<file path="config.mk">
export PLATFORM = sky130hd
export DESIGN_NAME = cpwm_deadband
export DESIGN_NICKNAME = d
export VERILOG_FILES = /design/src/rtl/cpwm_pkg.sv /design/src/rtl/cpwm_timer.sv /design/src/rtl/cpwm_shaper.sv /design/src/rtl/cpwm_deadband.sv
export SDC_FILE = /design/constraint.sdc
export NUM_CORES = 1
export LEC_CHECK = 0
export ABC_AREA = 1
export BUFFER_PORTS_ARGS = -buffer_cell sky130_fd_sc_hd__buf_4
export CAP_MARGIN = 30
export CORE_ASPECT_RATIO = 1.2
export CORE_MARGIN = 4
export CORE_UTILIZATION = 59
export CTS_CLUSTER_DIAMETER = 30
export DETAILED_ROUTE_END_ITERATION = 6
export PLACE_DENSITY = 0.86
export SETUP_SLACK_MARGIN = 0.05
export SLEW_MARGIN = 40
export SYNTH_ARGS = -nofsm -noshare
export SYNTH_HDL_FRONTEND = slang
export SYNTH_SLANG_ARGS = --single-unit
</file>
<file path="constraint.sdc">
create_clock -name clk_i -period 3.07 [get_ports clk_i]
set_input_delay 0.1535 -clock clk_i [delete_from_list [all_inputs] [get_ports clk_i]]
set_output_delay 0.1535 -clock clk_i [all_outputs]
set_load 0.01 [all_outputs]
</file>
<file path="src/rtl/cpwm_pkg.sv">
`timescale 1ns/1ps
package cpwm_pkg;

    typedef enum logic {
        PH_IDLE = 1'b0,
        PH_RUN  = 1'b1
    } phase_e;

    // hi = high-side drive, lo = low-side drive
    typedef struct packed {
        logic hi;
        logic lo;
    } pair_t;

    localparam pair_t PARK_PAIR = '{hi: 1'b0, lo: 1'b1};

    // true when first <= c < stop (signed so an empty window is harmless)
    function automatic logic in_span(input int c, input int first, input int stop);
        return (c >= first) && (c < stop);
    endfunction

endpackage

</file>
<file path="src/rtl/cpwm_timer.sv">
`timescale 1ns/1ps
module cpwm_timer
    import cpwm_pkg::*;
#(
    parameter int PERIOD = 62,
    parameter int DUTY_W = 6,
    parameter int DB_W   = 4,
    parameter int CNT_W  = $clog2(PERIOD)
) (
    input  logic              clk_i,
    input  logic              rst_ni,
    input  logic              en_i,
    input  logic [DUTY_W-1:0] duty_i,
    input  logic [DB_W-1:0]   dead_i,
    output logic              run_o,
    output logic [CNT_W-1:0]  cnt_o,
    output logic [DUTY_W-1:0] duty_o,
    output logic [DB_W-1:0]   dead_o
);

    localparam logic [CNT_W-1:0]  LAST     = CNT_W'(PERIOD - 1);
    localparam logic [DUTY_W-1:0] DUTY_TOP = DUTY_W'(PERIOD);

    typedef struct packed {
        phase_e            ph;
        logic [CNT_W-1:0]  cnt;
        logic [DUTY_W-1:0] duty;
        logic [DB_W-1:0]   dead;
    } tstate_t;

    tstate_t s_d, s_q;
    logic    load;

    always_comb begin
        s_d  = s_q;
        load = 1'b0;
        if (s_q.ph == PH_IDLE) begin
            if (en_i) begin
                s_d.ph = PH_RUN;
                load   = 1'b1;
            end
        end else if (s_q.cnt == LAST) begin
            s_d.cnt = '0;
            if (en_i) begin
                load = 1'b1;
            end else begin
                s_d.ph = PH_IDLE;
            end
        end else begin
            s_d.cnt = s_q.cnt + 1'b1;
        end
        if (load) begin
            s_d.cnt  = '0;
            s_d.duty = (duty_i > DUTY_TOP) ? DUTY_TOP : duty_i;
            s_d.dead = dead_i;
        end
    end

    always_ff @(posedge clk_i) begin
        if (!rst_ni) begin
            s_q <= '{ph: PH_IDLE, cnt: '0, duty: '0, dead: '0};
        end else begin
            s_q <= s_d;
        end
    end

    assign run_o  = (s_q.ph == PH_RUN);
    assign cnt_o  = s_q.cnt;
    assign duty_o = s_q.duty;
    assign dead_o = s_q.dead;

    p_cnt_range_r3: assert property (@(posedge clk_i) disable iff (!rst_ni)
        s_q.cnt <= LAST);

    p_wrap_r3: assert property (@(posedge clk_i) disable iff (!rst_ni)
        (run_o && s_q.cnt == LAST && en_i) |=> (run_o && s_q.cnt == '0));

    p_stop_at_end_r8: assert property (@(posedge clk_i) disable iff (!rst_ni)
        (run_o && s_q.cnt != LAST) |=> run_o);

    p_settings_hold_r9: assert property (@(posedge clk_i) disable iff (!rst_ni)
        (run_o && s_q.cnt != '0) |-> ($stable(s_q.duty) && $stable(s_q.dead)));

    p_duty_clamp_r6: assert property (@(posedge clk_i) disable iff (!rst_ni)
        run_o |-> (s_q.duty <= DUTY_TOP));

endmodule

</file>
<file path="src/rtl/cpwm_shaper.sv">
`timescale 1ns/1ps
module cpwm_shaper
    import cpwm_pkg::*;
#(
    parameter int PERIOD = 62,
    parameter int DUTY_W = 6,
    parameter int DB_W   = 4,
    parameter int CNT_W  = $clog2(PERIOD)
) (
    input  logic              clk_i,
    input  logic              rst_ni,
    input  logic              run_i,
    input  logic [CNT_W-1:0]  cnt_i,
    input  logic [DUTY_W-1:0] duty_i,
    input  logic [DB_W-1:0]   dead_i,
    output logic              pwm_o,
    output logic              pwmn_o
);

    typedef struct packed {
        pair_t out;
        logic  guard;   // nonzero dead-band in force for this output cycle
    } sstate_t;

    sstate_t s_d, s_q;
    int      c, d, b;

    always_comb begin
        c = int'(cnt_i);
        d = int'(duty_i);
        b = int'(dead_i);
        s_d.out   = PARK_PAIR;
        s_d.guard = 1'b0;
        if (run_i) begin
            s_d.out.hi = in_span(c, b, d - b);
            s_d.out.lo = in_span(c, d + b, PERIOD - b);
            s_d.guard  = (dead_i != '0);
        end
    end

    always_ff @(posedge clk_i) begin
        if (!rst_ni) begin
            s_q <= '{out: PARK_PAIR, guard: 1'b0};
        end else begin
            s_q <= s_d;
        end
    end

    assign pwm_o  = s_q.out.hi;
    assign pwmn_o = s_q.out.lo;

    p_no_overlap_r7: assert property (@(posedge clk_i) disable iff (!rst_ni)
        !(pwm_o && pwmn_o));

    p_no_shared_edge_r7: assert property (@(posedge clk_i) disable iff (!rst_ni)
        (s_q.guard && $past(s_q.guard)) |->
            !(($fell(pwm_o) && $rose(pwmn_o)) || ($rose(pwm_o) && $fell(pwmn_o))));

    p_park_when_stopped_r2: assert property (@(posedge clk_i) disable iff (!rst_ni)
        !run_i |=> (!pwm_o && pwmn_o));

endmodule

</file>
<file path="src/rtl/cpwm_deadband.sv">
`timescale 1ns/1ps
module cpwm_deadband #(
    parameter int PERIOD = 62,
    parameter int DUTY_W = 6,
    parameter int DB_W   = 4
) (
    input  logic              clk_i,
    input  logic              rst_ni,
    input  logic              en_i,
    input  logic [DUTY_W-1:0] duty_i,
    input  logic [DB_W-1:0]   dead_i,
    output logic              pwm_o,
    output logic              pwmn_o
);

    localparam int CNT_W = $clog2(PERIOD);

    logic              run;
    logic [CNT_W-1:0]  cnt;
    logic [DUTY_W-1:0] duty_s;
    logic [DB_W-1:0]   dead_s;

    cpwm_timer #(
        .PERIOD(PERIOD), .DUTY_W(DUTY_W), .DB_W(DB_W), .CNT_W(CNT_W)
    ) u_timer (
        .clk_i  (clk_i),
        .rst_ni (rst_ni),
        .en_i   (en_i),
        .duty_i (duty_i),
        .dead_i (dead_i),
        .run_o  (run),
        .cnt_o  (cnt),
        .duty_o (duty_s),
        .dead_o (dead_s)
    );

    cpwm_shaper #(
        .PERIOD(PERIOD), .DUTY_W(DUTY_W), .DB_W(DB_W), .CNT_W(CNT_W)
    ) u_shaper (
        .clk_i  (clk_i),
        .rst_ni (rst_ni),
        .run_i  (run),
        .cnt_i  (cnt),
        .duty_i (duty_s),
        .dead_i (dead_s),
        .pwm_o  (pwm_o),
        .pwmn_o (pwmn_o)
    );

    p_reset_park_r1: assert property (@(posedge clk_i)
        !rst_ni |=> (!pwm_o && pwmn_o));

endmodule

</file>
======== After elaboration in Yosys (flattened, before gate mapping) ========
Index checks and enable logic that the tools add are counted.
storage, ports and cells
  output and inout bits ................... 2
  logic and storage cells ................. 28
  register bits after elaboration ......... 19
  bits of input ports ..................... 13
cells by class
  add/subtract/negate cells ............... 4
  bitwise operators ....................... 1
  magnitude comparators ................... 5
  multiplexer cells ....................... 7
  equal/unequal tests ..................... 1
  reduce and logical (&&, ||, !) cells .... 4
operators by type and width
  kind                   number
  $lt A7 B32 Y1          2
  $ge A7 B32 Y1          1
  $mux W6                2
  $add A6 B4 Y7          1
  $sub A6 B4 Y7          1
  $sub A6 B4 Y7 const A  1
  $add A6 B1 Y6 const B  1
  $eq A6 B6 Y1 const B   1
  $ge A6 B4 Y1           1
  $gt A6 B6 Y1 const B   1
  $mux W1                5
  $logic_and A1 B1 Y1    2
  $reduce_and A2 Y1      1
  $reduce_or A2 Y1       1
  $not A1 Y1             1

======== Depth between registers and ports, before layout ========
Gate-level depths: netlist of run 1.
  word-level depth ........................ 4
  mapped depth ............................ 17
  gate-level depth less buffers ........... 16

======== Modules after synthesis ========
Synthesis of run 1 repeated with hierarchy kept, for this count alone.
unflattened totals
  cell total of the unflattened synthesis .. 256
  area, all modules ....................... 1790.5 µm²
modules (own cells, without submodules)
  module       times used  cells each  seq. area each (µm²)  area each (µm²)
  cpwm_shaper  1           140         40.0                  944.7
  cpwm_timer   1           116         340.3                 845.8

======== Worst setup path after synthesis of run 1 ========
OpenSTA, ideal clock, no wires.
  path type ............................... reg-to-reg
  start point ............................. register u_timer.s_q (netlist bit u_timer.dead_o[2])
  end point ............................... register u_shaper.s_q (netlist bit u_shaper.pwm_o)
  path slack .............................. 0.925 ns
  arrival ................................. 2.081 ns
  period minus slack after synthesis ...... 2.145 ns
  stages on the path, launching flop included .. 15
  required time ........................... 3.006 ns
  buffers on the path ..................... 1
  library setup time ...................... 0.064 ns
  path through ............................ dfxtp_1 -> inv_1 -> ha_1 -> buf_2 -> a21oi_1 -> nand2_1 -> nand2_1 -> nand3_1 -> xor2_1 -> ha_1 -> a21oi_1 -> nand2_1 -> a21oi_1 -> nand2_1 -> nor2_1
between the ends
  longest elaborated chain between the ends .. 3
  elaborated cells between the ends (all ways) .. 4
  classes of those cells .................. add/sub (1); order compare (2); reduce/logical (1)
RTL lines
  what                     line               text
  from (decl)              cpwm_timer.sv:31   tstate_t s_d, s_q;
  from (signal assigned)   cpwm_timer.sv:61   s_q <= '{ph: PH_IDLE, cnt: '0, duty: '0, dead: '0};
  $sub A6 B4 Y7            cpwm_shaper.sv:35  s_d.out.hi = in_span(c, b, d - b);
  $lt A7 B32 Y1            cpwm_pkg.sv:19     return (c >= first) && (c < stop);
  $logic_and A1 B1 Y1 (*)  cpwm_pkg.sv:19
  to (signal assigned)     cpwm_shaper.sv:43  s_q <= '{out: PARK_PAIR, guard: 1'b0};
  to (decl)                cpwm_shaper.sv:25  sstate_t s_d, s_q;
Mark *: on every way between the ends. The rest lies on a longest branch, timed or not.
A chain may end at the register's enable or synchronous reset.

======== Worst setup path in the final report of run 1 ========
Same ends and word-level chain as after synthesis.

==> impl_metrics.tcl, run 1 <==
set metrics [dict create \
    outcome "finished clean" \
    antenna_found_initial 0 \
    cts.repair.resized 0 \
    r2r_start "u_timer.dead_o[2]$_SDFFE_PN0P_" \
    hold_path_depth 3 \
    drtAntennaViolNets 0 \
    synth_ff_type "dfxtp_1" \
    clock_path_buffers 2 \
    fin_ws_ns 0.6405 \
    first_pass_iters 5 \
    startpoint "u_timer.dead_o[2]$_SDFFE_PN0P_" \
    nets 287 \
    synth_common_cells "nand2_1, inv_1, nor2_1" \
    final.fill_count 240 \
    pwr-share-comb 0.331 \
    grt_overflow_total 0 \
    crit_type "flip-flop to flip-flop" \
    cts_tree "done" \
    insertion_delay_ns 0.30 \
    cellPowerDensity_nw_per_um2 342.1 \
    rsz0062_at_grt "false" \
    seq_area_um2 380.4 \
    setup_violations 0 \
    clk_pin_slew_ns 0.12 \
    worstPathArrival_ns 2.68 \
    r2r_cells 13 \
    die_h_um 65.76 \
    p_leak_nw 0.9075 \
    antenna_cells 0 \
    htreeDepth 1 \
    power.internal_mw 0.3946 \
    routed_wl_um 3338 \
    fmax_mhz 411.6 \
    grt_usage 0.2092 \
    dieArea_um2 3691 \
    finalSetupTns_ns 0 \
    slew_headroom 0.7400 \
    reg2reg_slack_ns 0.64 \
    synth_edf_count 0 \
    cp.required_ns 3.32 \
    io_pins 15 \
    netlist_top_cells_area "dfxtp_1, ha_1, nand2_1" \
    cts.sinks 19 \
    async_flop_share 0 \
    synth_seq_area_share 0.2319 \
    synth_top_area_frac 0.2319 \
    viasPerCell 5.248 \
    ys_types 28 \
    synth.avg_cell_area_um2 7.226 \
    synth_most_common_cell "nand2_1" \
    hold_buffers 0 \
    hp-class "primary input to flip-flop" \
    port_buffers 14 \
    dp_hpwl_um 2729 \
    syn_area_um2 1640 \
    dr_total_vias 1438 \
    whs_ns 0.07677 \
    crit_fanout 8 \
    syn_inst 227 \
    synth_area_leader_cell "dfxtp_1" \
    finClkSkew_ns 0.008967 \
    dpl_cell_area_um2 1762 \
    period_minus_slack_ns 2.430 \
    avgRoutedWirePerCell_um 12.18 \
    drt_iter0_drc 31 \
    vdd_drop_max_v 0.0003079 \
    syn-num-nets 272 \
    power.total_mw 0.6121 \
    area_growth_pct 9.077 \
    ys_ff_latch 19 \
    dp.cells 270 \
    max_cap_viol_count 0 \
    worstMarginPinSlew_ns 0.3894 \
    cp-end-kind "flip-flop" \
    multi_input_area_um2 1104 \
    drv_slew 0 \
    p_clk_frac 0.213 \
    hp-start "dead_i[2]" \
    switchingPower_mw 0.2175 \
    grt_pass1_vias 1505 \
    ys_warn_count 0 \
    cts_inserted_buffers 3 \
    cts-root-buf "clkbuf_4" \
    grt_max_degree 15 \
    swShare 0.3553 \
    die_w_um 56.14 \
    final_cells 274 \
    fp-row-count 20 \
    post-route-period-util 0.7914 \
    drive_above_1_share 0.09544 \
    hold_viol 0 \
    grt_pass1_wl_um 6251 \
    floorplan.initialDensity 0.6303 \
    post_cts_buffers 0 \
    seq_power_share 0.455 \
    hold_end "u_timer.dead_o[2]$_SDFFE_PN0P_" \
    drc 0 \
    fin_util 0.6875 \
    reg2reg_to "u_shaper.pwm_o$_SDFF_PN0_" \
    place_ws_ns 0.7056 \
    final_cell_area_um2 1789 \
    cp-start-kind "flip-flop" \
    core_um2 2603 \
    place.gp.congestion 0.9231 \
]
## power groups by stage
stage	Sequential, mW	Clock [mW]	Combinational [mW]
floorplan	0.279	0	0.156
global placement	0.283	0	0.196
detailed placement	0.284	0	0.202
CTS	0.278	0.131	0.204
global route	0.281	0.147	0.240
finish	0.279	0.131	0.203
## cell usage in the layout, fill, tap and decap left out
master and n:
nand2_1 38, nand2_2 1, o21a_1 1, xor2_1 8, buf_4 14, nand3_2 1
clkinv_2 1, o2111ai_1 1, o22ai_2 1, o22ai_1 1, nor2_1 32, a21oi_1 12
o21ai_2 2, clkbuf_4 3, o21bai_1 1, xnor2_1 4, fa_1 2, dfxtp_1 19
nor3_1 1, o211ai_1 2, inv_1 34, nand3_1 14, nand4_1 5, o21ai_1 8
o21ai_0 2, ha_1 30, a31oi_1 2, clkinv_1 1
## layer usage
layer,vias to the layer above,share of wire,global-route usage
met4,0,0.013,0.05638
met1,622,0.44,0.2440
met3,6,0.048,0.02358
met2,42,0.50,0.3991
met5,-,0,0
li1,768,-,-
## how the worst max path moves through the flow
stage | to | slack, ns
2_1_floorplan | u_shaper.pwm_o$_SDFF_PN0_ | 0.93
6_report | u_shaper.pwm_o$_SDFF_PN0_ | 0.64
3_5_place_dp | u_shaper.pwm_o$_SDFF_PN0_ | 0.71
4_1_cts | u_shaper.pwm_o$_SDFF_PN0_ | 0.68
5_1_grt | u_shaper.pwm_o$_SDFF_PN0_ | 0.36
3_3_place_gp | u_shaper.pwm_o$_SDFF_PN0_ | 0.75
## final cells by class
class,instances,area share
inverter,35,0.07343
clock inverter,1,0.002797
timing repair buffer,14,0.05874
multi-input combinational,169,0.6168
tap,33,0.02308
sequential,19,0.2126
clock buffer,3,0.01259
## kinds of logic (layout without fill, tap and decap cells)
group	count (synthesis)	after routing	share of synthesized area
flip-flops	19	19	0.2319
buffers and inverters	39	53	0.09534
AND/OR/NAND/NOR	92	92	0.2349
XOR/XNOR	12	12	0.06407
adder cells (fa/ha/maj)	32	32	0.2532
AO/OA/AOI/OAI	33	33	0.1205
## worst max-delay path, cell delays in order (launching register included)
cell	delay, ns
dfxtp_1	0.45
inv_1	0.10
ha_1	0.40
a21oi_1	0.25
nand2_1	0.07
nand2_1	0.10
nand3_1	0.09
xor2_1	0.15
ha_1	0.29
a21oi_1	0.15
nand2_1	0.07
a21oi_1	0.13
nand2_1	0.07
nor2_1	0.07
## state kept, by name, indices dropped and copies added (netlist names)
name             cells
u_timer.cnt_o        6
u_timer.duty_o       6
u_timer.dead_o       4
u_shaper.pwm_o       1
u_shaper.pwmn_o      1
u_timer.run_o        1
(Power assumes the default switching activity.)
==> inputs of run 2 (changes only) <==
--- a/config.mk
+++ b/config.mk
@@ -10,10 +10,10 @@
 export CAP_MARGIN = 30
 export CORE_ASPECT_RATIO = 1.2
 export CORE_MARGIN = 4
-export CORE_UTILIZATION = 59
+export CORE_UTILIZATION = 53
 export CTS_CLUSTER_DIAMETER = 30
 export DETAILED_ROUTE_END_ITERATION = 6
-export PLACE_DENSITY = 0.86
+export PLACE_DENSITY = 0.82
 export SETUP_SLACK_MARGIN = 0.05
 export SLEW_MARGIN = 40
 export SYNTH_ARGS = -nofsm -noshare
==> constraint.sdc (replaced) <==
create_clock -name clk_i -period 2.2 [get_ports clk_i]
set_input_delay 0.11 -clock clk_i [delete_from_list [all_inputs] [get_ports clk_i]]
set_output_delay 0.11 -clock clk_i [all_outputs]
set_load 0.01 [all_outputs]
==> impl_metrics.tcl, run 2 (synthesized netlist as in run 1, its figures left out) <==
set metrics [dict create \
    crit_fanout 3 \
    worstMarginPinSlew_ns 0.3555 \
    drt_iter0_drc 57 \
    dieArea_um2 4053 \
    crit_family "adder cells" \
    io_pins 15 \
    outcome "finished clean" \
    routed_wl_um 3779 \
    antenna_found_initial 0 \
    grt_usage 0.1995 \
    grt_pass1_wl_um 6203 \
    cellPowerDensity_nw_per_um2 473.8 \
    htreeDepth 1 \
    port_buffers 14 \
    final.fill_count 253 \
    rsz0062_at_grt "true" \
    post-route-period-util 0.9346 \
    dr_total_vias 1527 \
    drtAntennaViolNets 0 \
    worstPathArrival_ns 2.27 \
    dpl_cell_area_um2 1800 \
    max_cap_viol_count 0 \
    drc 0 \
    hp-class "primary input to flip-flop" \
    grt_pass1_vias 1465 \
    hold_viol 0 \
    cts_inserted_buffers 3 \
    antenna_cells 0 \
    grt_max_degree 15 \
    power.total_mw 0.9236 \
    grt_overflow_total 0 \
    mostFrequentLayoutCells "nand2_1, nor2_1, inv_1" \
    path_buf_inv 4 \
    cp_slowest_cell "dfxtp_4" \
    period_minus_slack_ns 2.056 \
    floorplan.initialDensity 0.5675 \
    path_cells "clkinvlp_4, buf_4, fa_2, inv_2, a31oi_2, xor2_1, ha_1, nand2_1, inv_1, nand2_1, nand2_1, nand2_1, nand2_1" \
    viasPerCell 5.415 \
    cts_tree "done" \
    p_leak_nw 0.9428 \
    cts-root-buf "clkbuf_4" \
    first_pass_iters 4 \
    slew_headroom 0.7605 \
    finalSetupTns_ns 0 \
    mostFrequentLayoutCell "nand2_1" \
    core_um2 2890 \
    cp.required_ns 2.42 \
    final_cell_area_um2 1949 \
    clk_pin_slew_ns 0.11 \
    cp-end-kind "flip-flop" \
    crit_top_cell "nand2_1" \
    die_h_um 68.94 \
    cts.sinks 19 \
    fp-row-count 21 \
    finClkSkew_ns 0.002989 \
    avgRoutedWirePerCell_um 13.40 \
    drive_above_1_share 0.2218 \
    nets 294 \
    fmax_mhz 486.3 \
    setup_violations 0 \
    clock_path_buffers 2 \
    critical-path-max-stage-delay_ns 0.39 \
    place.gp.congestion 0.9458 \
    crit_type "flip-flop to flip-flop" \
    dp_hpwl_um 2854 \
    insertion_delay_ns 0.31 \
    area_growth_pct 18.84 \
    drv_slew 0 \
    cp-start-kind "flip-flop" \
    vdd_drop_max_v 0.0003617 \
    die_w_um 58.79 \
]
[run 2: path summary, 6_finish.rpt]
kind	start	endpoint	slack [ns]	cells past startpoint
max	u_timer.dead_o[1]$_SDFFE_PN0P_	u_shaper.pwmn_o$_SDFF_PN1_	0.14	13
min	en_i	u_timer.run_o$_SDFF_PN0_	0.01	2
max reg2reg	u_timer.dead_o[1]$_SDFFE_PN0P_	u_shaper.pwmn_o$_SDFF_PN1_	0.14	13
min reg2reg	u_timer.duty_o[0]$_SDFFE_PN0P_	u_timer.duty_o[0]$_SDFFE_PN0P_	0.52	2
[run 2: final cells by class]
class                      count  area, µm²  area share
timing repair buffer          21      157.7     0.08087
inverter                      35      135.1     0.06932
sequential                    19      392.9      0.2015
tap                           34      42.54     0.02182
clock buffer                   4      26.28     0.01348
multi-input combinational    169       1195      0.6130
[run 2: where the power goes]
part / leakage (nW) / total (mW) / internal, mW / switching [mW]
Clock: 0.0150 / 0.186 / 0.0711 / 0.115
Combinational: 0.769 / 0.348 / 0.151 / 0.196
Sequential: 0.159 / 0.390 / 0.365 / 0.0259
[run 2: layer usage]
metal / global-route usage / vias to the layer above / part of all wire
li1: - / 782 / -
met1: 0.2284 / 688 / 0.42
met2: 0.3605 / 50 / 0.52
met3: 0.02048 / 7 / 0.040
met4: 0.1076 / 0 / 0.023
met5: 0 / - / 0
[run 2: stage by stage]
step	utilization	setup WS (ns)	instances	hold slack, ns
after detailed placement	0.6229	0.002436	276	0.3406
after CTS	0.6351	0.05080	280	0.01909
after floorplan	-	0.05525	227	0.2338
after global routing	0.6745	0.004227	282	0.01425
after global placement	0.6229	0.03861	276	0.3365
final	0.6745	0.1438	282	0.01115
[run 2: what timing repair did]
action | 4_1_cts | 5_1_grt
hold buffers | 0 | 0
pin swaps | 0 | 4
setup endpoints to repair | 2 | 2
gates resized for setup | 4 | 27
gates cloned | 0 | 0
setup buffers | 0 | 2
[run 2: worst reg2reg max path: cells and delay by family, from the launching register on]
kind	cells	cell delay (ns)
compound gates	1	0.09
xor+xnor	1	0.16
fa+ha+maj	2	0.64
buf+inv	4	0.41
flops	1	0.39
simple gates	5	0.26
==> inputs of run 3 (changes only) <==
--- a/config.mk
+++ b/config.mk
@@ -5,7 +5,7 @@
 export SDC_FILE = /design/constraint.sdc
 export NUM_CORES = 1
 export LEC_CHECK = 0
-export ABC_AREA = 1
+export ABC_AREA = 0
 export BUFFER_PORTS_ARGS = -buffer_cell sky130_fd_sc_hd__buf_4
 export CAP_MARGIN = 30
 export CORE_ASPECT_RATIO = 1.2
==> impl_metrics.tcl, run 3 <==
set metrics [dict create \
    die_w_um 58.86 \
    crit_fanout 2 \
    hp-class "primary input to flip-flop" \
    core_um2 2890 \
    post_cts_buffers 0 \
    multi_input_area_um2 1192 \
    cts_inserted_buffers 3 \
    syn-num-nets 232 \
    drc 0 \
    max_cap_viol_count 0 \
    vdd_drop_max_v 0.0003804 \
    nets 261 \
    setup_violations 2 \
    synth_top_area_frac 0.2312 \
    path_cells "inv_2, ha_4, inv_2, fa_2, a21o_1, a21oi_2, xnor2_1, ha_1, nand2_1, a21oi_2, a211o_1, a221oi_2" \
    drv_slew 0 \
    critical-path-max-stage-delay_ns 0.34 \
    avgRoutedWirePerCell_um 13.64 \
    mostFrequentLayoutCells "buf_4, ha_1, nand2_1" \
    finClkSkew_ns 0.002392 \
    grt_pass1_wl_um 6203 \
    ys_ff_latch 19 \
    cp_slowest_cell "dfxtp_2" \
    synth_seq_area_share 0.2312 \
    whs_ns 0.03043 \
    cts_tree "done" \
    cp-end-kind "flip-flop" \
    crit_family "compound AO/OA/AOI/OAI gates" \
    mostFrequentLayoutCell "buf_4" \
    ys_warn_count 0 \
    viasPerCell 5.570 \
    dr_total_vias 1387 \
    synth_edf_count 0 \
    drt_iter0_drc 27 \
    hp-start "en_i" \
    dp_hpwl_um 2882 \
    port_buffers 14 \
    htreeDepth 1 \
    period_minus_slack_ns 2.341 \
    synth_common_cells "ha_1, nand2_1, dfxtp_1" \
    grt_pass1_vias 1489 \
    crit_cells 12 \
    fp-row-count 21 \
    cts-root-buf "clkbuf_4" \
    floorplan.initialDensity 0.5693 \
    cts.sinks 19 \
    fin_ws_ns -0.1413 \
    fmax_mhz 427.1 \
    cellPowerDensity_nw_per_um2 445.4 \
    netlist_top_cells_area "dfxtp_1, ha_1, mux2i_1" \
    grt_overflow_total 0 \
    routed_wl_um 3396 \
    async_flop_share 0 \
    grt_max_degree 27 \
    hold_path_depth 2 \
    antenna_cells 0 \
    hold_viol 0 \
    synth_ff_type "dfxtp_1" \
    area_growth_pct 17.34 \
    p_leak_nw 0.8886 \
    die_h_um 69.04 \
    grt_usage 0.1898 \
    worstMarginPinSlew_ns 0.4057 \
    violations "setup timing" \
    place_ws_ns -0.1353 \
    outcome "finished, violations left" \
    clock_path_buffers 2 \
    cp-start-kind "flip-flop" \
    dieArea_um2 4063 \
    path_buf_inv 2 \
    r2r_start "u_timer.duty_o[0]$_SDFFE_PN0P_" \
    drtAntennaViolNets 0 \
    drive_above_1_share 0.2419 \
    r2r_cells 12 \
    crit_type "flip-flop to flip-flop" \
    seq_area_um2 386.6 \
    io_pins 15 \
    synth_most_common_cell "ha_1" \
    slew_headroom 0.7292 \
    post-route-period-util 1.064 \
    ys_types 42 \
    synth_area_leader_cell "dfxtp_1" \
    syn_area_um2 1645 \
    antenna_found_initial 0 \
    synth.avg_cell_area_um2 8.799 \
    insertion_delay_ns 0.30 \
    clk_pin_slew_ns 0.12 \
    worstPathArrival_ns 2.57 \
    startpoint "u_timer.duty_o[0]$_SDFFE_PN0P_" \
    syn_inst 187 \
    place.gp.congestion 0.8307 \
    cp.required_ns 2.43 \
    rsz0062_at_grt "true" \
    final.fill_count 223 \
    first_pass_iters 4 \
]
[run 3: layout make-up]
cell class / instances / share of cell area
multi-input combinational: 148 / 0.6176
sequential: 19 / 0.2003
timing repair buffer: 31 / 0.1205
inverter: 13 / 0.02528
tap: 34 / 0.02204
clock buffer: 3 / 0.01167
clock inverter: 1 / 0.002592
[run 3: report_power, final]
group          internal (mW)  switching (mW)
logic                  0.151           0.138
clock network         0.0679           0.119
registers              0.362          0.0212
total                  0.581           0.279
[run 3: per-stage QoR]
step | instance area [µm²] | setup TNS [ns] | power [mW] | utilization | std cells
5_1_grt | 1931 | -0.5475 | 0.9208 | 0.6680 | 249
4_1_cts | 1927 | -0.2237 | 0.8638 | 0.6667 | 249
6_report | 1931 | -0.2258 | 0.8598 | 0.6680 | 249
2_1_floorplan | 1667 | 0 | 0.5853 | - | 187
3_3_place_gp | 1896 | -0.05625 | 0.6585 | 0.6558 | 245
3_5_place_dp | 1896 | -0.2069 | 0.6778 | 0.6558 | 245
[run 3: worst paths after layout]
| check | endpoint | slack, ns |
|---|---|---|
| setup reg to reg | u_shaper.pwm_o$_SDFF_PN0_ | -0.14 |
| hold reg to reg | u_timer.duty_o[2]$_SDFFE_PN0P_ | 0.51 |
| hold / removal | u_timer.run_o$_SDFF_PN0_ | 0.03 |
| setup / recovery | u_shaper.pwm_o$_SDFF_PN0_ | -0.14 |
[run 3: worst register-to-register path, stage by stage (launching register included)]
cell	delay, ns
dfxtp_2	0.34
inv_2	0.06
ha_4	0.13
inv_2	0.04
fa_2	0.34
a21o_1	0.19
a21oi_2	0.16
xnor2_1	0.10
ha_1	0.32
nand2_1	0.08
a21oi_2	0.04
a211o_1	0.24
a221oi_2	0.22
[run 3: repair_timing]
item | CTS | global route
resized for setup | 2 | 1
gates cloned | 0 | 0
hold buffers | 0 | 0
endpoints found under the setup margin | 2 | 2
[run 3: metal layers]
metal	global-route usage	wire length, µm	vias up
met1	0.2193	1388	653
met2	0.3378	1841	19
met4	0.07557	61	0
met5	0	0	-
li1	-	-	708
met3	0.02612	105	7
[run 3: logic make-up after synthesis]
family / share of synthesized area
multiplexers: 0.06692
AO/OA/AOI/OAI: 0.1414
XOR/XNOR: 0.06920
flip-flops: 0.2312
buffers and inverters: 0.05779
adder cells (fa/ha/maj): 0.2525
AND/OR/NAND/NOR: 0.1810
